--- src/rtl/regbank_pkg.sv ---
package regbank_pkg;

    // Update applied by a write, chosen by the top two address bits.
    typedef enum logic [1:0] {
        OP_REPLACE = 2'd0,
        OP_TOGGLE  = 2'd1,
        OP_RAISE   = 2'd2,
        OP_DROP    = 2'd3
    } wr_op_e;

endpackage

--- src/rtl/regbank_decoder.sv ---
module regbank_decoder
    import regbank_pkg::*;
#(
    parameter int ADDR_W   = 14,
    parameter int NUM_REGS = 4
) (
    input  logic [ADDR_W-1:0]   addr,
    output wr_op_e              op,
    output logic [NUM_REGS-1:0] sel,
    output logic                hit
);
    localparam int WORD_W = ADDR_W - 4;

    logic [WORD_W-1:0] word;
    logic              unused_low;

    assign op         = wr_op_e'(addr[ADDR_W-1:ADDR_W-2]);
    assign word       = addr[ADDR_W-3:2];
    assign unused_low = ^addr[1:0];

    // Register n answers at word n+1; word 0 and words past the bank are holes.
    for (genvar i = 0; i < NUM_REGS; i++) begin : g_sel
        localparam logic [WORD_W-1:0] MY_WORD = WORD_W'(i + 1);
        assign sel[i] = (word == MY_WORD);
    end

    assign hit = |sel;

endmodule

--- src/rtl/regbank_cell.sv ---
module regbank_cell
    import regbank_pkg::*;
#(
    parameter int               DATA_W    = 32,
    parameter logic [DATA_W-1:0] IMPL_MASK = 32'h0000_01FF,
    parameter logic [DATA_W-1:0] RST_VAL   = 32'h0000_0196
) (
    input  logic              clk,
    input  logic              rst_n,
    input  logic              wr_en,
    input  wr_op_e            op,
    input  logic [DATA_W-1:0] wdata,
    output logic [DATA_W-1:0] value
);
    typedef struct packed {
        logic [DATA_W-1:0] val;
    } cell_state_t;

    cell_state_t st_d, st_q;
    logic [DATA_W-1:0] bits;

    always_comb begin
        st_d = st_q;
        bits = wdata & IMPL_MASK;
        if (wr_en) begin
            case (op)
                OP_REPLACE: st_d.val = bits;
                OP_TOGGLE:  st_d.val = st_q.val ^ bits;
                OP_RAISE:   st_d.val = st_q.val | bits;
                OP_DROP:    st_d.val = st_q.val & ~bits;
                default:    st_d.val = st_q.val;
            endcase
        end
        st_d.val = st_d.val & IMPL_MASK;
    end

    always_ff @(posedge clk) begin
        if (!rst_n) st_q.val <= RST_VAL & IMPL_MASK;
        else        st_q     <= st_d;
    end

    assign value = st_q.val;

    // no write strobe for this cell means the value holds.
    a_r10_hold: assert property (@(posedge clk) disable iff (!rst_n)
        !wr_en |=> $stable(value));

    // every masked bit named in the data is 1 afterwards.
    a_r4_raise: assert property (@(posedge clk) disable iff (!rst_n)
        (wr_en && op == OP_RAISE) |=>
        ((value & $past(wdata & IMPL_MASK)) == $past(wdata & IMPL_MASK)));

    // every bit named in the data is 0 afterwards.
    a_r5_drop: assert property (@(posedge clk) disable iff (!rst_n)
        (wr_en && op == OP_DROP) |=> ((value & $past(wdata)) == '0));

    // bits not named in the data keep their previous value.
    a_r3_toggle_keep: assert property (@(posedge clk) disable iff (!rst_n)
        (wr_en && op == OP_TOGGLE) |=>
        ((value & ~$past(wdata)) == ($past(value) & ~$past(wdata))));

    // unimplemented bits stay zero.
    a_r9_unimpl_zero: assert property (@(posedge clk) disable iff (!rst_n)
        wr_en |=> ((value & ~IMPL_MASK) == '0));

endmodule

--- src/rtl/regbank_atomic.sv ---
module regbank_atomic
    import regbank_pkg::*;
#(
    parameter int               ADDR_W    = 14,
    parameter int               DATA_W    = 32,
    parameter int               NUM_REGS  = 4,
    parameter logic [DATA_W-1:0] IMPL_MASK = 32'h0000_01FF,
    parameter logic [DATA_W-1:0] RST_VAL   = 32'h0000_0196
) (
    input  logic                       clk,
    input  logic                       rst_n,
    input  logic [ADDR_W-1:0]          bus_addr,
    input  logic                       bus_wen,
    input  logic [DATA_W-1:0]          bus_wdata,
    input  logic                       bus_ren,
    output logic [DATA_W-1:0]          bus_rdata,
    output logic [NUM_REGS*DATA_W-1:0] pad_cfg
);
    typedef struct packed {
        logic [DATA_W-1:0] rdata;
    } top_state_t;

    wr_op_e                             op;
    logic [NUM_REGS-1:0]                sel;
    logic                               hit;
    logic [NUM_REGS-1:0][DATA_W-1:0]    regs;
    logic [DATA_W-1:0]                  rd_val;
    top_state_t                         st_d, st_q;

    regbank_decoder #(
        .ADDR_W   (ADDR_W),
        .NUM_REGS (NUM_REGS)
    ) u_dec (
        .addr (bus_addr),
        .op   (op),
        .sel  (sel),
        .hit  (hit)
    );

    for (genvar i = 0; i < NUM_REGS; i++) begin : g_reg
        regbank_cell #(
            .DATA_W    (DATA_W),
            .IMPL_MASK (IMPL_MASK),
            .RST_VAL   (RST_VAL)
        ) u_cell (
            .clk   (clk),
            .rst_n (rst_n),
            .wr_en (bus_wen && sel[i]),
            .op    (op),
            .wdata (bus_wdata),
            .value (regs[i])
        );
    end

    always_comb begin
        rd_val = '0;
        for (int i = 0; i < NUM_REGS; i++) begin
            if (sel[i]) rd_val = rd_val | regs[i];
        end
        st_d = st_q;
        if (bus_ren) st_d.rdata = rd_val;
    end

    always_ff @(posedge clk) begin
        if (!rst_n) st_q.rdata <= '0;
        else        st_q       <= st_d;
    end

    assign bus_rdata = st_q.rdata;
    assign pad_cfg   = regs;

    // a read with no write leaves the whole bank unchanged.
    a_r7_read_no_side_effect: assert property (@(posedge clk) disable iff (!rst_n)
        (bus_ren && !bus_wen) |=> $stable(pad_cfg));

    // a write that misses every register changes nothing.
    a_r6_hole_write: assert property (@(posedge clk) disable iff (!rst_n)
        (bus_wen && !hit) |=> $stable(pad_cfg));

    // a read of a hole returns zero.
    a_r6_hole_read: assert property (@(posedge clk) disable iff (!rst_n)
        (bus_ren && !hit) |=> (bus_rdata == '0));

    // Decoder selects at most one register.
    a_r10_one_sel: assert property (@(posedge clk) disable iff (!rst_n)
        $onehot0(sel));

endmodule

--- config.mk ---
export PLATFORM = sky130hd
export DESIGN_NAME = regbank_atomic
export DESIGN_NICKNAME = d
export VERILOG_FILES = /design/src/rtl/regbank_pkg.sv /design/src/rtl/regbank_decoder.sv /design/src/rtl/regbank_cell.sv /design/src/rtl/regbank_atomic.sv
export SDC_FILE = /design/constraint.sdc
export NUM_CORES = 1
export LEC_CHECK = 0
export CORE_ASPECT_RATIO = 0.75
export CORE_MARGIN = 2
export CORE_UTILIZATION = 43
export DETAILED_ROUTE_END_ITERATION = 8
export MAX_ROUTING_LAYER = met4
export PLACE_DENSITY = 0.81
export SETUP_SLACK_MARGIN = 0.1
export SLEW_MARGIN = 10
export SYNTH_ARGS = -nofsm -noshare
export SYNTH_HDL_FRONTEND = slang
export SYNTH_HIERARCHICAL = 1
export SYNTH_SLANG_ARGS = --single-unit
export TNS_END_PERCENT = 30
--- constraint.sdc ---
create_clock -name clk -period 2.1 [get_ports clk]
set_clock_uncertainty 0.1 [all_clocks]
set_input_delay 0.21 -clock clk [delete_from_list [all_inputs] [get_ports clk]]
set_output_delay 0.21 -clock clk [all_outputs]
set_load 0.05 [all_outputs]
==> results of run 1 <==
[metal layers]
metal | GRT usage | routed length [µm] | up-vias
li1 | - | - | 2527
met1 | 0.2812 | 7562 | 2453
met2 | 0.3473 | 7506 | 182
met3 | 0.04304 | 978 | 39
met4 | 0.07073 | 371 | 0
met5 | - | 0 | -
[area by class of cell]
type | count | area (µm²)
tap | 200 | 250.2
multi-input combinational | 514 | 4006
clock inverter | 4 | 25.02
clock buffer | 11 | 252.7
inverter | 73 | 274.0
sequential | 68 | 1361
timing repair buffer | 138 | 1373
fill | 1320 | 6817
[registers in the layout, indices dropped and copies added, names as in the netlist]
| name | count |
|---|---|
| bus_rdata | 32 |
| g.u_cell/value | 36 |
[metrics by stage]
stage	cell area, µm²	std cells	hold slack [ns]	util	worst slack (ns)
2_1_floorplan	6719	794	0.2483	-	-0.05232
3_3_place_gp	7109	991	0.3983	0.4951	-0.4036
3_5_place_dp	7109	991	0.4016	0.4951	-0.4661
4_1_cts	7485	1008	0.1687	0.5213	0.06718
5_1_grt	7542	1008	0.1822	0.5253	0.06308
6_report	7542	1008	0.1803	0.5253	0.09742
[what timing repair did]
item                                    CTS  global route
resized for setup                        28            19
buffers inserted                          1             0
hold buffers                              0             0
cloned                                    1             0
pin swaps                                15             9
endpoints found under the setup margin   45            53
[power by group through the flow]
stage               sequential [mW]  combinational (mW)  clock [mW]
floorplan                      1.47               0.790           0
global placement               1.36               0.942           0
CTS                            1.34               0.961        1.46
detailed placement             1.36               0.956           0
finish                         1.34               0.981        1.44
global route                   1.34                1.04        1.51
[worst max-delay path, cell delays in order]
cell	delay [ns]
dlygate4sd2_1	0.23
or4_4	0.59
nor4b_4	0.39
and2_4	0.26
nor2b_4	0.16
and2_4	0.18
a221oi_2	0.06
[path summary, 6_finish.rpt]
kind / from / to
worst max-delay path: bus_addr[6] / g_reg[1].u_cell/value[7]
worst min-delay path: bus_ren / bus_rdata[6]
worst max register to register: g_reg[1].u_cell/value[8] / g_reg[1].u_cell/value[8]
worst min register to register: bus_rdata[26] / bus_rdata[26]
==> impl_metrics.ini, run 1 <==
[run_status]
status = complete, no violations

[place]
io_buffers = 92
routabilityCongestion = 0.8678
place_hpwl_mm = 12.40

[power_and_ir_drop]
p_comb_frac = 0.261
p_seq_frac = 0.356
leakagePower_nw = 3.338
clkPwrFrac = 0.383
fin_total_pwr_mw = 3.754
netSwitchingFraction = 0.3590
net-switching-power_mw = 1.348
p_int_mw = 2.406
cellPowerDensity_mw_per_mm2 = 497.8
ir_drop_mv = 0.4088

[timing]
report.final.slew_viol_count = 0
post-route-period-util = 0.9536
finalHoldViolCount = 0
tightest_slew_ns = 0.5898
setup_violations = 0
slew_headroom = 0.6068
setup_tns_ns = 0
rsz0062_at_grt = yes
timing.fmax_mhz = 499.4
fin_crit_ns = 2.003

[route]
drt_iter0_drc = 332
drc_errors = 0
viasPerCell = 5.160
wire_per_inst_um = 16.29
routed_wl_mm = 16.42
first_pass_iters = 5
antenna_left = 0
via_count = 5201

[die]
core_region_area_mm2 = 0.01436
die_y_um = 108.7
rows = 38
initial_core_util = 0.4380
die_w_um = 143.6
ios = 210
die_area_mm2 = 0.01562

[worst_hold_path]
hold_path_depth = 2
min_path_type = input pin to flop

[cts]
cts.sinks = 68
clk_pin_slew_ns = 0.06
h-tree-depth = 3
cts_root_buf = clkbuf_16
cts_made_buffers = 9
clk_path_buf_depth = 2
cts_tree = done
clock_latency_ns = 0.34

[logic_synthesis]
syn_inst = 706
yosys_warnings = 6
synth_area_mm2 = 0.006289
syn_avg_cell_area_um2 = 8.907

[grt]
grt_max_degree = 47
antenna_found_initial = 0
grt_pass1_vias = 5076
grt_pass1_wl_mm = 26.09
grt_overflow_total = 0
track_usage = 0.2187

[setup_path]
ff2ff_setup_slack_ns = 0.37
critPathCaptureType = flop
worstSetupPathType = input pin to flop
startpoint_type = input pin
cp.arrival_ns = 2.10
critical_path_peak_fanout = 5
r2r_cells = 4
required_ns = 2.20

[cells_and_area]
mostFrequentLayoutCells = conb_1, clkdlybuf4s50_1, inv_1
area.growth.synth_to_final_pct = 19.94
final_nets = 926
layout_commonest_cell = conb_1
drive_gt1_frac = 0.2067
diodes = 0

[flow_run]
maxCapViolations = 0
No activity file was read; power rests on OpenSTA's default activity.
==> run 2, diff against run 1 <==
==> constraint.sdc (replaced) <==
create_clock -name clk -period 1.7 [get_ports clk]
set_clock_uncertainty 0.1 [all_clocks]
set_input_delay 0.17 -clock clk [delete_from_list [all_inputs] [get_ports clk]]
set_output_delay 0.17 -clock clk [all_outputs]
set_load 0.05 [all_outputs]
==> impl_metrics.ini, run 2 (same netlist as run 1, synthesis figures left out) <==
[grt]
antenna_found_initial = 0
track_usage = 0.2279
grt_max_degree = 33
grt_pass1_wl_mm = 27.22
grt_overflow_total = 0
grt_pass1_vias = 5289

[setup_path]
crit_top_cell = and2_4
worstSetupPathType = input pin to flop
cp.arrival_ns = 1.94
critical_path_peak_fanout = 4
startpoint_type = input pin
critPathCaptureType = flop
cp_slowest_cell = or4_4
required_ns = 1.82
cp_cell_sequence = buf_6 > or4_4 > buf_12 > nor3_4 > and2_4 > nor2b_4 > and2_4 > a221oi_2
cpPeakStageDelay_ns = 0.59

[power_and_ir_drop]
clkPwrFrac = 0.391
net-switching-power_mw = 1.727
netSwitchingFraction = 0.3573
cellPowerDensity_mw_per_mm2 = 598.0
p_int_mw = 3.105
ir_drop_mv = 0.4682
p_comb_frac = 0.267
p_seq_frac = 0.341
leakagePower_nw = 3.803

[cts]
clk_pin_slew_ns = 0.06
cts_tree = done
h-tree-depth = 3
cts_hold_buf = 0
cts_root_buf = clkbuf_16
cts_made_buffers = 9
cts.sinks = 68
clock_latency_ns = 0.34
clk_path_buf_depth = 2

[die]
die_w_um = 143.6
rows = 38
ios = 210
initial_core_util = 0.4380
die_y_um = 108.7
die_area_mm2 = 0.01562
core_region_area_mm2 = 0.01436

[place]
place_hpwl_mm = 13.04
placed_cell_area_mm2 = 0.007357
dp_slack_ns = -0.8466
routabilityCongestion = 0.8502
io_buffers = 92

[flow_run]
maxCapViolations = 0

[timing]
setup_violations = 29
rsz0062_at_grt = yes
post-route-period-util = 1.073
timing.fmax_mhz = 548.0
fin_crit_ns = 1.825
fin_ws_ns = -0.1248
report.final.slew_viol_count = 0
finalHoldViolCount = 0

[route]
drc_errors = 0
via_count = 5543
antenna_left = 0
drt_iter0_drc = 290
wire_per_inst_um = 16.49
routed_wl_mm = 17.63
first_pass_iters = 5
viasPerCell = 5.185

[cells_and_area]
diodes = 0
largest_reg_flops = 36
area.growth.synth_to_final_pct = 28.49
final_area_mm2 = 0.008080
final_nets = 986
nFillCells = 1254
drive_gt1_frac = 0.3786
mostFrequentLayoutCells = buf_4, conb_1, inv_1
layout_commonest_cell = buf_4

[run_status]
status = finished with violations
violations = setup timing

[worst_hold_path]
min_path_type = input pin to flop
## run 2: cell types whose count changed in the layout (fill, tap and decap cells not counted), sizes merged, moves of 2 or more
cell / previous run / this run
buf: 49 / 182
clkdlybuf4s50: 80 / 10
clkinv: 2 / 4
dlygate4sd2: 4 / 0
## run 2: cell type report
type | instances | area [µm²] | share of cell area
multi-input combinational | 514 | 4155 | 0.5142
tap | 200 | 250.2 | 0.03097
inverter | 73 | 274.0 | 0.03391
clock buffer | 10 | 229.0 | 0.02834
timing repair buffer | 198 | 1745 | 0.2160
sequential | 68 | 1361 | 0.1685
clock inverter | 6 | 65.06 | 0.008052
## run 2: worst paths after layout
kind	startpoint	endpoint	slack, ns	depth (start not counted)
worst max-delay path	bus_addr[9]	g_reg[2].u_cell/value[7]	-0.12	8
worst min-delay path	rst_n	g_reg[0].u_cell/value[0]	0.14	3
worst max register to register	g_reg[1].u_cell/value[8]	g_reg[1].u_cell/value[8]	0.08	4
worst min register to register	bus_rdata[28]	bus_rdata[28]	0.41	2
## run 2: what timing repair did
item	CTS	global route
hold endpoints to repair	0	0
setup endpoints to repair	45	45
resized for setup	75	40
gates cloned	2	0
buffers inserted	7	0
pin swaps	21	25
## run 2: critical path, delay by kind of cell
family,cells,cell delay [ns]
buffers and inverters,2,0.25
AO/OA/AOI/OAI,1,0.07
AND/OR/NAND/NOR,5,1.45
## run 2: metal layers
| layer | vias up | GRT usage | share of wire |
|---|---|---|---|
| li1 | 2661 | - | - |
| met1 | 2671 | 0.2955 | 0.45 |
| met2 | 186 | 0.3694 | 0.47 |
| met3 | 25 | 0.04348 | 0.063 |
| met4 | 0 | 0.05392 | 0.017 |
| met5 | - | - | 0 |
## run 2: power groups by stage
stage	Clock (mW)	Combinational [mW]	Sequential (mW)
2_1_floorplan	0	0.977	1.81
3_3_place_gp	0	1.22	1.68
3_5_place_dp	0	1.24	1.68
4_1_cts	1.93	1.26	1.65
5_1_grt	2.00	1.36	1.65
6_report	1.89	1.29	1.65
## run 2: through the flow
stage / total power [mW] / util / TNS, ns / instances / hold WS [ns]
floorplan: 2.789 / - / -12.15 / 794 / 0.2083
global placement: 2.908 / 0.5124 / -31.20 / 1044 / 0.3966
detailed placement: 2.925 / 0.5124 / -32.22 / 1044 / 0.3963
CTS: 4.841 / 0.5519 / -0.9783 / 1069 / 0.1161
global route: 5.015 / 0.5627 / -2.689 / 1069 / 0.1532
finish: 4.832 / 0.5627 / -1.761 / 1069 / 0.1409
==> run 3, diff against run 2 <==
--- a/config.mk
+++ b/config.mk
@@ -9,7 +9,6 @@
 export CORE_MARGIN = 2
 export CORE_UTILIZATION = 43
 export DETAILED_ROUTE_END_ITERATION = 8
-export MAX_ROUTING_LAYER = met4
 export PLACE_DENSITY = 0.81
 export SETUP_SLACK_MARGIN = 0.1
 export SLEW_MARGIN = 10
==> impl_metrics.ini, run 3 (same netlist as run 1, synthesis figures left out) <==
[run_status]
status = finished with violations
violations = setup timing

[route]
wire_per_inst_um = 16.46
viasPerCell = 5.171
drc_errors = 0
first_pass_iters = 5
drt_iter0_drc = 299
via_count = 5528
routed_wl_mm = 17.60
antenna_left = 0

[power_and_ir_drop]
clkPwrFrac = 0.391
leakagePower_nw = 3.803
cellPowerDensity_mw_per_mm2 = 597.6
p_int_mw = 3.106
net-switching-power_mw = 1.724
netSwitchingFraction = 0.3569
fin_total_pwr_mw = 4.829
p_comb_frac = 0.268
p_seq_frac = 0.342
ir_drop_mv = 0.4660

[die]
die_y_um = 108.7
initial_core_util = 0.4380
core_region_area_mm2 = 0.01436
die_w_um = 143.6
rows = 38
ios = 210
die_area_mm2 = 0.01562

[cells_and_area]
register_area_mm2 = 0.001361
finish.utilization = 0.5627
layout_commonest_cell = buf_4
mostFrequentLayoutCells = buf_4, conb_1, inv_1
drive_gt1_frac = 0.3786
largest_reg_flops = 36
multi_input_area_mm2 = 0.004155
final_nets = 986
area.growth.synth_to_final_pct = 28.49
nFillCells = 1254
final_area_mm2 = 0.008080
diodes = 0
stdcell_count = 1069

[flow_run]
maxCapViolations = 0

[setup_path]
required_ns = 1.82
cp.arrival_ns = 1.93
startpoint_type = input pin
critPathCaptureType = flop
worstSetupPathType = input pin to flop
critical_path_peak_fanout = 4

[timing]
setup_violations = 29
post-route-period-util = 1.066
report.final.slew_viol_count = 0
fin_crit_ns = 1.813
rsz0062_at_grt = yes
worst_hold_slack_ns = 0.1430
fin_ws_ns = -0.1129
setup_tns_ns = -1.743
timing.fmax_mhz = 551.6
finalHoldViolCount = 0

[grt]
grt_pass1_wl_mm = 27.22
grt_max_degree = 33
antenna_found_initial = 0
track_usage = 0.2215
grt_pass1_vias = 5296
grt_overflow_total = 0

[cts]
cts_made_buffers = 9
clk_pin_slew_ns = 0.06
cts_tree = done
h-tree-depth = 3
clk_path_buf_depth = 2
clock_latency_ns = 0.34
cts.sinks = 68
cts_root_buf = clkbuf_16
cts_hold_buf = 0

[place]
routabilityCongestion = 0.8372
dp_slack_ns = -0.8466
io_buffers = 92
place_hpwl_mm = 13.04
placed_cell_area_mm2 = 0.007357
dp.cells = 1044

[worst_hold_path]
min_path_type = input pin to flop
==> run 3: final timing paths <==
kind,cells after the start,startpoint,end,slack (ns)
max,8,bus_addr[9],g_reg[2].u_cell/value[7],-0.11
min,3,rst_n,g_reg[0].u_cell/value[0],0.14
max reg2reg,4,g_reg[1].u_cell/value[8],g_reg[1].u_cell/value[8],0.09
min reg2reg,2,bus_rdata[26],bus_rdata[26],0.40
==> run 3: critical path: stages <==
cell and delay [ns]:
buf_6 0.09, or4_4 0.59, buf_12 0.16, nor3_4 0.24, and2_4 0.24, nor2b_4 0.17, and2_4 0.19, a221oi_2 0.06
==> run 3: power by group through the flow <==
stage / sequential (mW) / combinational [mW] / clock [mW]
2_1_floorplan: 1.81 / 0.977 / 0
3_3_place_gp: 1.68 / 1.22 / 0
3_5_place_dp: 1.68 / 1.24 / 0
4_1_cts: 1.65 / 1.26 / 1.93
5_1_grt: 1.65 / 1.36 / 2.00
6_report: 1.65 / 1.29 / 1.89
==> run 3: what timing repair did <==
item                                    CTS  global route
gates cloned                              2             0
endpoints found under the setup margin   45            45
pin swaps                                21            26
endpoints found under the hold margin     0             0
gates resized for setup                  75            40
setup buffers                             7             0
==> run 3: layout make-up <==
type | count | area share
well taps | 200 | 0.03097
repair buffers | 198 | 0.2160
clock buffers | 10 | 0.02834
clock inverters | 6 | 0.008052
flip-flops and latches | 68 | 0.1685
inverters | 73 | 0.03391
multi-input cells | 514 | 0.5142
==> run 3: layer usage <==
layer	routed length, µm	GRT usage	vias up
li1	-	-	2662
met1	7867	0.2918	2671
met2	8335	0.3701	171
met3	1085	0.04963	24
met4	308	0.05322	0
met5	0	0	-
